### src/rtl/rmon_pkg.sv
package rmon_pkg;

    typedef struct packed {
        logic underrun;
        logic maxlen_err;
        logic oversize;
        logic sym_err;
        logic jabber;
        logic fcs_err;
        logic pause;
        logic bcast;
        logic mcast;
    } rmon_flags_t;

    localparam int EV_N        = 16;
    localparam int TX_EV_N     = 12;
    localparam int SLOT_LO     = 0;
    localparam int SLOT_HI     = 1;
    localparam int EV_BASE     = 2;
    localparam int SLOT_MAXPKT = EV_BASE + EV_N;
    localparam logic [2:0] NO_BIN = 3'd7;

    typedef enum logic [1:0] {
        HOLD_NONE = 2'd0,
        HOLD_RX   = 2'd1,
        HOLD_TX   = 2'd2
    } hold_state_t;

    function automatic logic [2:0] size_bin(input logic [31:0] len);
        if (len < 32'd64)        return NO_BIN;
        else if (len == 32'd64)  return 3'd0;
        else if (len <= 32'd127) return 3'd1;
        else if (len <= 32'd255) return 3'd2;
        else if (len <= 32'd511) return 3'd3;
        else if (len <= 32'd1023) return 3'd4;
        else if (len <= 32'd1518) return 3'd5;
        else                     return 3'd6;
    endfunction

endpackage

### src/rtl/rmon_ctr.sv
module rmon_ctr #(
    parameter int W  = 32,
    parameter int AW = 1
) (
    input  logic          clk,
    input  logic          rst_n,
    input  logic          clr_all,
    input  logic          rd_clr,
    input  logic          inc_en,
    input  logic [AW-1:0] inc_amt,
    output logic [W-1:0]  q
);
    logic [W-1:0] base;
    logic [W-1:0] add;

    always_comb begin
        base = rd_clr ? '0 : q;
        add  = inc_en ? W'(inc_amt) : '0;
    end

    always_ff @(posedge clk) begin
        if (!rst_n || clr_all) q <= '0;
        else                   q <= base + add;
    end


    clr_zero_chk: assert property (@(posedge clk) disable iff (!rst_n)
        clr_all |=> q == '0);


    idle_hold_chk: assert property (@(posedge clk) disable iff (!rst_n)
        (!clr_all && !rd_clr && !inc_en) |=> $stable(q));


    rdclr_keep_chk: assert property (@(posedge clk) disable iff (!rst_n)
        (!clr_all && rd_clr && inc_en) |=> q == W'($past(inc_amt)));
endmodule

### src/rtl/rmon_dir_bank.sv
module rmon_dir_bank
    import rmon_pkg::*;
#(
    parameter bit IS_RX    = 1'b1,
    parameter int LEN_W    = 16,
    parameter int CNT_W    = 32,
    parameter int BYTE_W   = 45,
    parameter int MAXPKT_W = 31,
    parameter int WORD_W   = 32
) (
    input  logic                     clk,
    input  logic                     rst_n,
    input  logic                     clr_all,
    input  logic                     ev_vld,
    input  logic [LEN_W-1:0]         ev_len,
    input  rmon_flags_t              ev_flags,
    input  logic                     rd_clr,
    input  logic [4:0]               rd_slot,
    output logic [WORD_W-1:0]        rd_word,
    output logic [BYTE_W-WORD_W-1:0] byte_hi
);
    localparam int HI_W = BYTE_W - WORD_W;

    logic [2:0]        bin;
    logic [EV_N-1:0]   ev_inc;
    logic [CNT_W-1:0]  ev_q [EV_N];
    logic [BYTE_W-1:0] byte_q;
    logic [MAXPKT_W-1:0] maxpkt_q;
    logic [3:0]        ev_sel;

    assign bin = size_bin(32'(ev_len));

    always_comb begin
        ev_inc     = '0;
        ev_inc[0]  = ev_vld;
        for (int b = 0; b < 7; b++)
            ev_inc[1+b] = ev_vld && (bin == 3'(b));
        ev_inc[8]  = ev_vld && ev_flags.mcast;
        ev_inc[9]  = ev_vld && ev_flags.bcast;
        ev_inc[10] = ev_vld && ev_flags.pause;
        ev_inc[11] = ev_vld && (IS_RX ? ev_flags.fcs_err
                                      : (ev_flags.fcs_err || ev_flags.underrun));
        ev_inc[12] = ev_vld && ev_flags.jabber;
        ev_inc[13] = ev_vld && (ev_len < LEN_W'(64));
        ev_inc[14] = ev_vld && ev_flags.sym_err;
        ev_inc[15] = ev_vld && ev_flags.oversize;
    end

    for (genvar e = 0; e < EV_N; e++) begin : g_ev
        if (IS_RX || e < TX_EV_N) begin : g_on
            rmon_ctr #(.W(CNT_W), .AW(1)) u_ctr (
                .clk(clk), .rst_n(rst_n), .clr_all(clr_all),
                .rd_clr(rd_clr && (rd_slot == 5'(EV_BASE + e))),
                .inc_en(ev_inc[e]), .inc_amt(1'b1), .q(ev_q[e]));
        end else begin : g_off
            assign ev_q[e] = '0;
        end
    end

    rmon_ctr #(.W(BYTE_W), .AW(LEN_W)) u_bytes (
        .clk(clk), .rst_n(rst_n), .clr_all(clr_all),
        .rd_clr(rd_clr && (rd_slot == 5'(SLOT_LO))),
        .inc_en(ev_vld), .inc_amt(ev_len), .q(byte_q));

    if (IS_RX) begin : g_maxpkt
        rmon_ctr #(.W(MAXPKT_W), .AW(1)) u_maxpkt (
            .clk(clk), .rst_n(rst_n), .clr_all(clr_all),
            .rd_clr(rd_clr && (rd_slot == 5'(SLOT_MAXPKT))),
            .inc_en(ev_vld && ev_flags.maxlen_err), .inc_amt(1'b1),
            .q(maxpkt_q));
    end else begin : g_nomax
        assign maxpkt_q = '0;
    end

    assign ev_sel  = 4'(rd_slot - 5'(EV_BASE));
    assign byte_hi = byte_q[BYTE_W-1:WORD_W];

    always_comb begin
        rd_word = '0;
        if (rd_slot == 5'(SLOT_LO))
            rd_word = byte_q[WORD_W-1:0];
        else if (rd_slot >= 5'(EV_BASE) && rd_slot < 5'(SLOT_MAXPKT))
            rd_word = WORD_W'(ev_q[ev_sel]);
        else if (rd_slot == 5'(SLOT_MAXPKT))
            rd_word = WORD_W'(maxpkt_q);
    end


    one_bin_chk: assert property (@(posedge clk) disable iff (!rst_n)
        $onehot0(ev_inc[7:1]));


    short_nobin_chk: assert property (@(posedge clk) disable iff (!rst_n)
        ev_inc[13] |-> (ev_inc[7:1] == '0));
endmodule

### src/rtl/rmon_stat_bank.sv
module rmon_stat_bank
    import rmon_pkg::*;
#(
    parameter int LEN_W = 16
) (
    input  logic             clk,
    input  logic             rst_n,
    input  logic             clr_all,
    input  logic             rx_ev_vld,
    input  logic [LEN_W-1:0] rx_ev_len,
    input  logic [8:0]       rx_ev_flags,
    input  logic             tx_ev_vld,
    input  logic [LEN_W-1:0] tx_ev_len,
    input  logic [8:0]       tx_ev_flags,
    input  logic             rx_fifo_empty,
    input  logic             rd_en,
    input  logic [5:0]       rd_addr,
    output logic             rd_vld,
    output logic [31:0]      rd_data
);
    localparam int WORD_W = 32;
    localparam int BYTE_W = 45;
    localparam int HI_W   = BYTE_W - WORD_W;

    hold_state_t       state, state_nx;
    logic [HI_W-1:0]   snap;
    logic              dir;
    logic [4:0]        slot;
    logic              is_lo, is_hi;
    logic [WORD_W-1:0] rx_word, tx_word, mux;
    logic [HI_W-1:0]   rx_hi, tx_hi;

    assign dir   = rd_addr[5];
    assign slot  = rd_addr[4:0];
    assign is_lo = rd_en && (slot == 5'(SLOT_LO));
    assign is_hi = rd_en && (slot == 5'(SLOT_HI));

    rmon_dir_bank #(.IS_RX(1'b1), .LEN_W(LEN_W), .BYTE_W(BYTE_W),
                    .WORD_W(WORD_W)) u_rx (
        .clk(clk), .rst_n(rst_n), .clr_all(clr_all),
        .ev_vld(rx_ev_vld), .ev_len(rx_ev_len), .ev_flags(rmon_flags_t'(rx_ev_flags)),
        .rd_clr(rd_en && !dir && !is_hi), .rd_slot(slot),
        .rd_word(rx_word), .byte_hi(rx_hi));

    rmon_dir_bank #(.IS_RX(1'b0), .LEN_W(LEN_W), .BYTE_W(BYTE_W),
                    .WORD_W(WORD_W)) u_tx (
        .clk(clk), .rst_n(rst_n), .clr_all(clr_all),
        .ev_vld(tx_ev_vld), .ev_len(tx_ev_len), .ev_flags(rmon_flags_t'(tx_ev_flags)),
        .rd_clr(rd_en && dir && !is_hi), .rd_slot(slot),
        .rd_word(tx_word), .byte_hi(tx_hi));

    // next-state logic
    always_comb begin
        state_nx = state;
        unique case (state)
            HOLD_NONE: if (is_lo) state_nx = dir ? HOLD_TX : HOLD_RX;
            HOLD_RX: begin
                if (is_lo)             state_nx = dir ? HOLD_TX : HOLD_RX;
                else if (is_hi && !dir) state_nx = HOLD_NONE;
            end
            HOLD_TX: begin
                if (is_lo)             state_nx = dir ? HOLD_TX : HOLD_RX;
                else if (is_hi && dir) state_nx = HOLD_NONE;
            end
            default: state_nx = HOLD_NONE;
        endcase
        if (clr_all) state_nx = HOLD_NONE;
    end

    always_ff @(posedge clk) begin
        if (!rst_n) state <= HOLD_NONE;
        else        state <= state_nx;
    end

    // read data selection
    always_comb begin
        if (slot == 5'(SLOT_HI))
            mux = ((state == HOLD_RX && !dir) || (state == HOLD_TX && dir))
                  ? WORD_W'(snap) : '0;
        else if (dir)
            mux = tx_word;
        else if (slot == 5'(SLOT_MAXPKT))
            mux = {rx_fifo_empty, rx_word[WORD_W-2:0]};
        else
            mux = rx_word;
    end

    // outputs and snapshot
    always_ff @(posedge clk) begin
        if (!rst_n) begin
            rd_vld  <= 1'b0;
            rd_data <= '0;
            snap    <= '0;
        end else begin
            rd_vld  <= rd_en;
            rd_data <= rd_en ? mux : '0;
            if (clr_all)    snap <= '0;
            else if (is_lo) snap <= dir ? tx_hi : rx_hi;
        end
    end


    rd_vld_on_chk: assert property (@(posedge clk) disable iff (!rst_n)
        rd_en |=> rd_vld);


    rd_vld_off_chk: assert property (@(posedge clk) disable iff (!rst_n)
        !rd_en |=> !rd_vld);


    fifo_flag_chk: assert property (@(posedge clk) disable iff (!rst_n)
        (rd_en && rd_addr == 6'(SLOT_MAXPKT)) |=> rd_data[31] == $past(rx_fifo_empty));


    hi_nohold_chk: assert property (@(posedge clk) disable iff (!rst_n)
        (is_hi && state == HOLD_NONE) |=> rd_data == '0);


    hi_release_chk: assert property (@(posedge clk) disable iff (!rst_n)
        (is_hi && !is_lo && state == HOLD_RX && !dir) |=> state == HOLD_NONE);
endmodule

### config.mk
export PLATFORM = sky130hd
export DESIGN_NAME = rmon_stat_bank
export DESIGN_NICKNAME = d
export VERILOG_FILES = /design/src/rtl/rmon_pkg.sv /design/src/rtl/rmon_ctr.sv /design/src/rtl/rmon_dir_bank.sv /design/src/rtl/rmon_stat_bank.sv
export SDC_FILE = /design/constraint.sdc
export NUM_CORES = 2
export LEC_CHECK = 0
export BUFFER_PORTS_ARGS = -buffer_cell sky130_fd_sc_hd__buf_2
export CELL_PAD_IN_SITES_DETAIL_PLACEMENT = 0
export CELL_PAD_IN_SITES_GLOBAL_PLACEMENT = 2
export CORE_ASPECT_RATIO = 1.75
export CORE_MARGIN = 2
export CORE_UTILIZATION = 40
export DETAILED_ROUTE_END_ITERATION = 8
export PLACE_DENSITY = 0.76
export SLEW_MARGIN = 20
export SYNTH_ARGS = -nofsm -noshare
export SYNTH_HDL_FRONTEND = slang
export SYNTH_SLANG_ARGS = --single-unit
export TNS_END_PERCENT = 30
### constraint.sdc
create_clock -name clk -period 6.2 [get_ports clk]
set_input_delay 0.93 -clock clk [delete_from_list [all_inputs] [get_ports clk]]
set_output_delay 0.93 -clock clk [all_outputs]
set_load 0.005 [all_outputs]
# Word level (Yosys, flattened, before mapping)
# Index checks and enable logic that the tools add are counted.
# Widths: inputs -> output; s select.
[totals]
out_inout_bits = 33
regBits = 1065
word_cells = 303
[op_classes]
n_lt_le_gt_ge = 16
add_sub_neg = 32
mux = 99
eq_ne = 37
n_reduce_logical = 82
bitwise = 2
[op_table]
columns = ["op", "count"]
rows = [
  ["$mux 32", 39],
  ["$add 32x1->32", 28],
  ["$bmux 32 s4", 2],
  ["$add 45x16->45", 2],
  ["$mux 45", 2],
  ["$logic_and 1x1->1", 69],
  ["$mux 31", 2],
  ["$lt 16x7->1 const B", 3],
  ["$eq 5x4->1 const B", 8],
  ["$mux 3", 12],
  ["$eq 16x7->1 const B", 2],
  ["$le 16x10->1 const B", 2],
  ["$le 16x11->1 const B", 2],
  ["$le 16x7->1 const B", 2],
  ["$le 16x8->1 const B", 2],
  ["$le 16x9->1 const B", 2],
  ["$mux 16", 2],
  ["$add 31x1->31", 1],
  ["$mux 1", 29],
  ["$mux 13", 2],
  ["$eq 5x3->1 const B", 4],
  ["$eq 3x3->1 const B", 6],
  ["$mux 2", 8],
  ["$eq 5x5->1 const B", 3],
  ["other kinds (23)", 34],
]

# Logic depth before layout (Yosys ltp)
[logic_depth]
depth_word = 12
ltp_mapped = 20

# By module
# Synthesis repeated with hierarchy kept, for this count alone.
[unflattened]
cells_unflattened = 7826
area_unflattened_um2 = 66922.9
[modules_own_cells]
columns = ["module", "seq_area_each_um2", "n_inst", "cells_each", "area_per_inst_um2"]
rows = [
  ["rmon_ctr (u_rx.g_ev[0].g_on.u_ctr ...)", 640.6, 27, 202, 1716.6],
  ["rmon_dir_bank (u_rx)", 0.0, 1, 674, 5480.3],
  ["rmon_dir_bank (u_tx)", 0.0, 1, 342, 3548.4],
  ["rmon_ctr (u_rx.u_bytes)", 900.9, 1, 387, 3155.5],
  ["rmon_ctr (u_tx.u_bytes)", 900.9, 1, 362, 2901.5],
  ["rmon_stat_bank", 960.9, 1, 206, 2110.8],
  ["rmon_ctr (u_tx.g_ev[1].g_on.u_ctr)", 640.6, 1, 208, 1742.9],
  ["rmon_ctr (u_rx.g_maxpkt.u_maxpkt)", 620.6, 1, 193, 1634.1],
]

# Worst setup path before layout
# OpenSTA, ideal clock, no wires.
[synth_path]
kind = "input port to flip-flop"
from = "input rd_addr[0]"
to = "register u_rx.u_bytes.q[20]"
arrival_ns = 4.745
setup_ns = 0.128
n_path_buf = 6
path_stages = 20
setup_slack_ns = 1.327
t_required_ns = 6.072
cell_sequence = "buf_4 > buf_4 > nor2_1 > buf_2 > and2_1 > buf_2 > nand2_1 > clkbuf_1 > and2_1 > ha_1 > fa_1 > a21oi_1 > and4b_1 > o21ai_1 > o31ai_1 > o41ai_2 > clkbuf_1 > nor3b_1 > xor2_1 > nor2_1"
[synth_via]
elab_chain_len = 7
[synth_rtl]
columns = ["element", "line", "source"]
rows = [
  ["start, declared", "rmon_stat_bank.sv:17", "input logic [5:0] rd_addr,"],
  ["$eq 5x1->1", "rmon_stat_bank.sv:36", "assign is_hi = rd_en && (slot == 5'(SLOT_HI));"],
  ["$logic_and 1x1->1", "rmon_stat_bank.sv:36", ""],
  ["$logic_not 1->1", "rmon_stat_bank.sv:42", ".rd_clr(rd_en && !dir && !is_hi), .rd_slot(slot),"],
  ["$logic_and 1x1->1", "rmon_stat_bank.sv:42", ""],
  ["$logic_and 1x1->1 (*)", "rmon_dir_bank.sv:62", ".rd_clr(rd_clr && (rd_slot == 5'(SLOT_LO))),"],
  ["$mux 45 (*)", "rmon_ctr.sv:17", "base = rd_clr ? '0 : q;"],
  ["$add 45x16->45 (*)", "rmon_ctr.sv:23", "else q <= base + add;"],
  ["end signal, assigned", "rmon_ctr.sv:23", ""],
  ["end, declared", "rmon_ctr.sv:11", "output logic [W-1:0] q"],
]
# Mark *: on every way between the ends. The rest lies on a longest branch, timed or not.
# A chain may end at the register's enable or synchronous reset.

# Worst setup path after layout
[layout_path]
from = "input rd_addr[1]"
to = "register u_rx.u_bytes.q[40]"
# The elaborated chain is that of the path after synthesis.

==> key figures <==
Global route
  – Number of global-route vias before repair: between 40k and 50k
  – Gr ovfl total: 0
  – Initial antenna violation count: 6
  – First-pass GRT wire length: between 300000 and 400000 um
  – Pin count of the biggest net entering global routing: roughly 130
  – Gr usage total: 0.295

Logic synthesis
  – Yosys warnings: 0
  – #FFs+latches synth: roughly 1.1k
  – Post-synthesis cell area: 0.0557 mm2
  – Post-Syn Instances: between 6k and 7k
  – Synth area leader: dfxtp_1
  – Post-synth EDFFs: 0
  – Syn Area/Cell: between 8 and 9 um2
  – Ys flop type: dfxtp_1
  – Area contributors post-synth: dfxtp_1, mux4_2, xor2_1
  – Synth cell types: 86
  – Syn nets: ~6.6k
  – Share of the synthesized area in the top cell type: 0.383
  – Ys async rst share: 0
  – Sequential fraction of the synthesis area: 0.383

Timing
  – Slew Viols, Final: 0
  – Fin. Hold Viols: 0
  – Crit share post-route: 0.778
  – TNS Setup: 0 ns
  – Tmin final: 4.83 ns
  – RSZ-0062 raised after global routing: no
  – Final setup viols: 0
  – Slew of the pin with the lowest slew margin: ~1.1 ns
  – Slew margin rel.: 0.260
  – Clock skew: about 0.034 ns
  – Max Fclk: ~210 MHz

Floorplan
  – Num rows: between 150 and 200
  – # IOs: 96
  – Die H: between 400 and 500 um
  – Core Area: between 0.1 and 0.15 mm2
  – Die W: approximately 290 um
  – Initial Util: 0.402
  – DIE AREA: between 0.1 and 0.15 mm2

Detailed routing
  – Wire per inst: about 25 um
  – Detailed-route via count: 46.6k
  – Routed WL: ~210000 um
  – Antenna viol nets, final: 0
  – DR pass1 iterations: 6
  – Via density: between 5 and 6
  – DRT iter0 DRCs: 2923
  – DRC Markers: 0

Clock network
  – CTS Buffer Depth: 3
  – Root Buffer: clkbuf_16
  – H-tree depth: 3
  – Clk slew on worst S/H paths: 0.06 ns
  – Postcts setup bufs: 0
  – Clock Sinks: between 1k and 1.5k
  – Hold-fix buffers, CTS: 0
  – Num CTS Buffers: 110
  – CTS resizes: 0
  – Clock latency on the worst-skew pair: 0.75 ns
  – CTS tree: done

Worst hold path
  – Hold Path End: u_tx.g_ev[5].g_on.u_ctr.q[31]$_SDFF_PP0_
  – Hold_sp: u_tx.g_ev[5].g_on.u_ctr.q[31]$_SDFF_PP0_
  – Worst hold path type: reg2reg
  – Hold Path Stages: 2

Pwr
  – Overall Power: about 15 mW
  – Leak: approximately 21 nW
  – Total power per unit cell area: 238 mW/mm2
  – Largest vdd supply drop: 226 uV

Worst setup path
  – Crit path required time: about 6.8 ns
  – Crit end category: register
  – R2R depth: 10
  – R2R Path End: u_rx.g_ev[11].g_on.u_ctr.q[28]$_SDFF_PP0_
  – Critical path type: in2reg
  – Reg-to-Reg Start: u_rx.g_ev[11].g_on.u_ctr.q[0]$_SDFF_PP0_
  – CP startpoint kind: input port
  – CP arrival: around 5.5 ns
  – R2R Setup Slk: about 2.8 ns
  – Critical path fanouts, max: 34

Layout
  – Fillcell total: roughly 14k
  – Share of layout cells above drive strength 1: 0.102
  – Final core occ: 0.447
  – Nets: approximately 6.6k
  – Footprint of the multi-input gates: around 0.033 mm2
  – Area Overhead vs Synth: 11.3%
  – Sequential cell area: 0.0213 mm2
  – Most frequent cells in the layout: dfxtp_1, nor2_1, nand2_1, xor2_1, nand3_1
  – Leading cell type in the layout, fill and taps excluded: dfxtp_1

Run
  – Max Cap Violations: 0

Place
  – DP HPWL: around 160000 um
  – GP Congestion: roughly 1
  – Port Buffers: 90

Status
  – Status: complete, no violations
-- state kept, by name, indices dropped and copies added (netlist names) --
register                  count
u_tx.g_ev.g_on.u_ctr.q      384
u_rx.u_bytes.q               45
u_rx.g_maxpkt.u_maxpkt.q     31
snap                         13
state                         2
u_tx.u_bytes.q               45
rd_data                      32
u_rx.g_ev.g_on.u_ctr.q      512
rd_vld                        1
-- how the worst max path moves through the flow --
stage	endpoint	startpoint	slack (ns)	depth (start not counted)
floorplan	u_rx.u_bytes.q[20]$_SDFF_PP0_	rd_addr[0]	1.33	20
global placement	u_rx.u_bytes.q[40]$_SDFF_PP0_	rd_addr[1]	0.62	17
detailed placement	u_rx.u_bytes.q[40]$_SDFF_PP0_	rd_addr[1]	0.66	17
CTS	u_rx.u_bytes.q[40]$_SDFF_PP0_	rd_addr[1]	1.45	17
global route	u_rx.u_bytes.q[36]$_SDFF_PP0_	rd_addr[1]	1.12	17
finish	u_rx.u_bytes.q[40]$_SDFF_PP0_	rd_addr[1]	1.37	17
-- critical path, cell delays in order --
cell and delay [ns]:
buf_8 0.18, nor3_2 0.40, and2_2 0.32, buf_4 0.26
nand2_1 0.46, and2_1 0.36, ha_1 0.20, fa_1 0.41
a21oi_1 0.21, and4b_1 0.24, o21ai_1 0.27, o31ai_1 0.15
o41ai_2 0.28, buf_4 0.32, nor4_1 0.10, xnor2_1 0.15
and2_1 0.16
-- per-layer routing --
metal,global-route usage,part of all wire
met5,0,0.000052
met4,0.245,0.098
met3,0.0324,0.035
met2,0.539,0.52
met1,0.300,0.35
-- area by class of cell --
| type | instances | area share |
|---|---|---|
| Tap cell | 1830 | 0.0369 |
| Sequential cell | 1065 | 0.344 |
| Clock inverter | 63 | 0.0109 |
| Timing Repair Buffer | 201 | 0.0224 |
| Multi-Input combinational cell | 4996 | 0.532 |
| Inverter | 69 | 0.00418 |
| Clock buffer | 142 | 0.0496 |
| Antenna cell | 4 | 0.000161 |
-- synthesized netlist by cell type, types with 12 or more instances --
library cell	number
a211oi_1	15
and4_1	57
nor3b_1	16
nand3_1	361
mux4_2	226
buf_2	58
mux2i_1	45
nor2b_1	28
nor3_1	81
o21ai_0	179
a221oi_1	20
o2111ai_1	15
inv_1	69
xor2_1	555
nor4b_1	12
nand2b_1	12
a22o_1	22
nor2_1	1014
xnor2_1	266
nand2_1	832
and2_1	253
a2111oi_0	19
dfxtp_1	1065
a21oi_1	201
o22ai_1	13
nor4_1	33
ha_1	96
a21o_1	17
or3_1	128
nand4_1	162
buf_4	22
and3_1	189
clkbuf_1	192
-- cells by family after synthesis --
group / after synthesis / synth area share
compound gates: 572 / 0.0630
xor+xnor: 821 / 0.129
fa+ha+maj: 98 / 0.0223
buf+inv: 350 / 0.0265
flops: 1065 / 0.383
mux: 274 / 0.100
simple gates: 3231 / 0.276
-- per-stage QoR --
| step | hold slack (ns) | instance area [um2] | setup slack, ns | instances |
|---|---|---|---|---|
| 2_1_floorplan | 0.426 | 55700 | 1.33 | 6411 |
| 3_3_place_gp | 0.470 | 58200 | 0.617 | 8161 |
| 3_5_place_dp | 0.494 | 58200 | 0.658 | 8161 |
| 4_1_cts | 0.504 | 62000 | 1.45 | 8366 |
| 5_1_grt | 0.522 | 62000 | 1.12 | 8367 |
| 6_report | 0.497 | 62000 | 1.37 | 8370 |
-- power breakdown --
part | total, mW | leakage, nW | switching [mW] | internal (mW)
Sequential | 6.89 | 8.58 | 0.0277 | 6.86
Combinational | 0.764 | 10.9 | 0.533 | 0.231
Clock | 7.07 | 1.85 | 3.13 | 3.94
Total | 14.7 | 21.3 | 3.69 | 11.0
No activity file was read; power rests on OpenSTA's default activity.
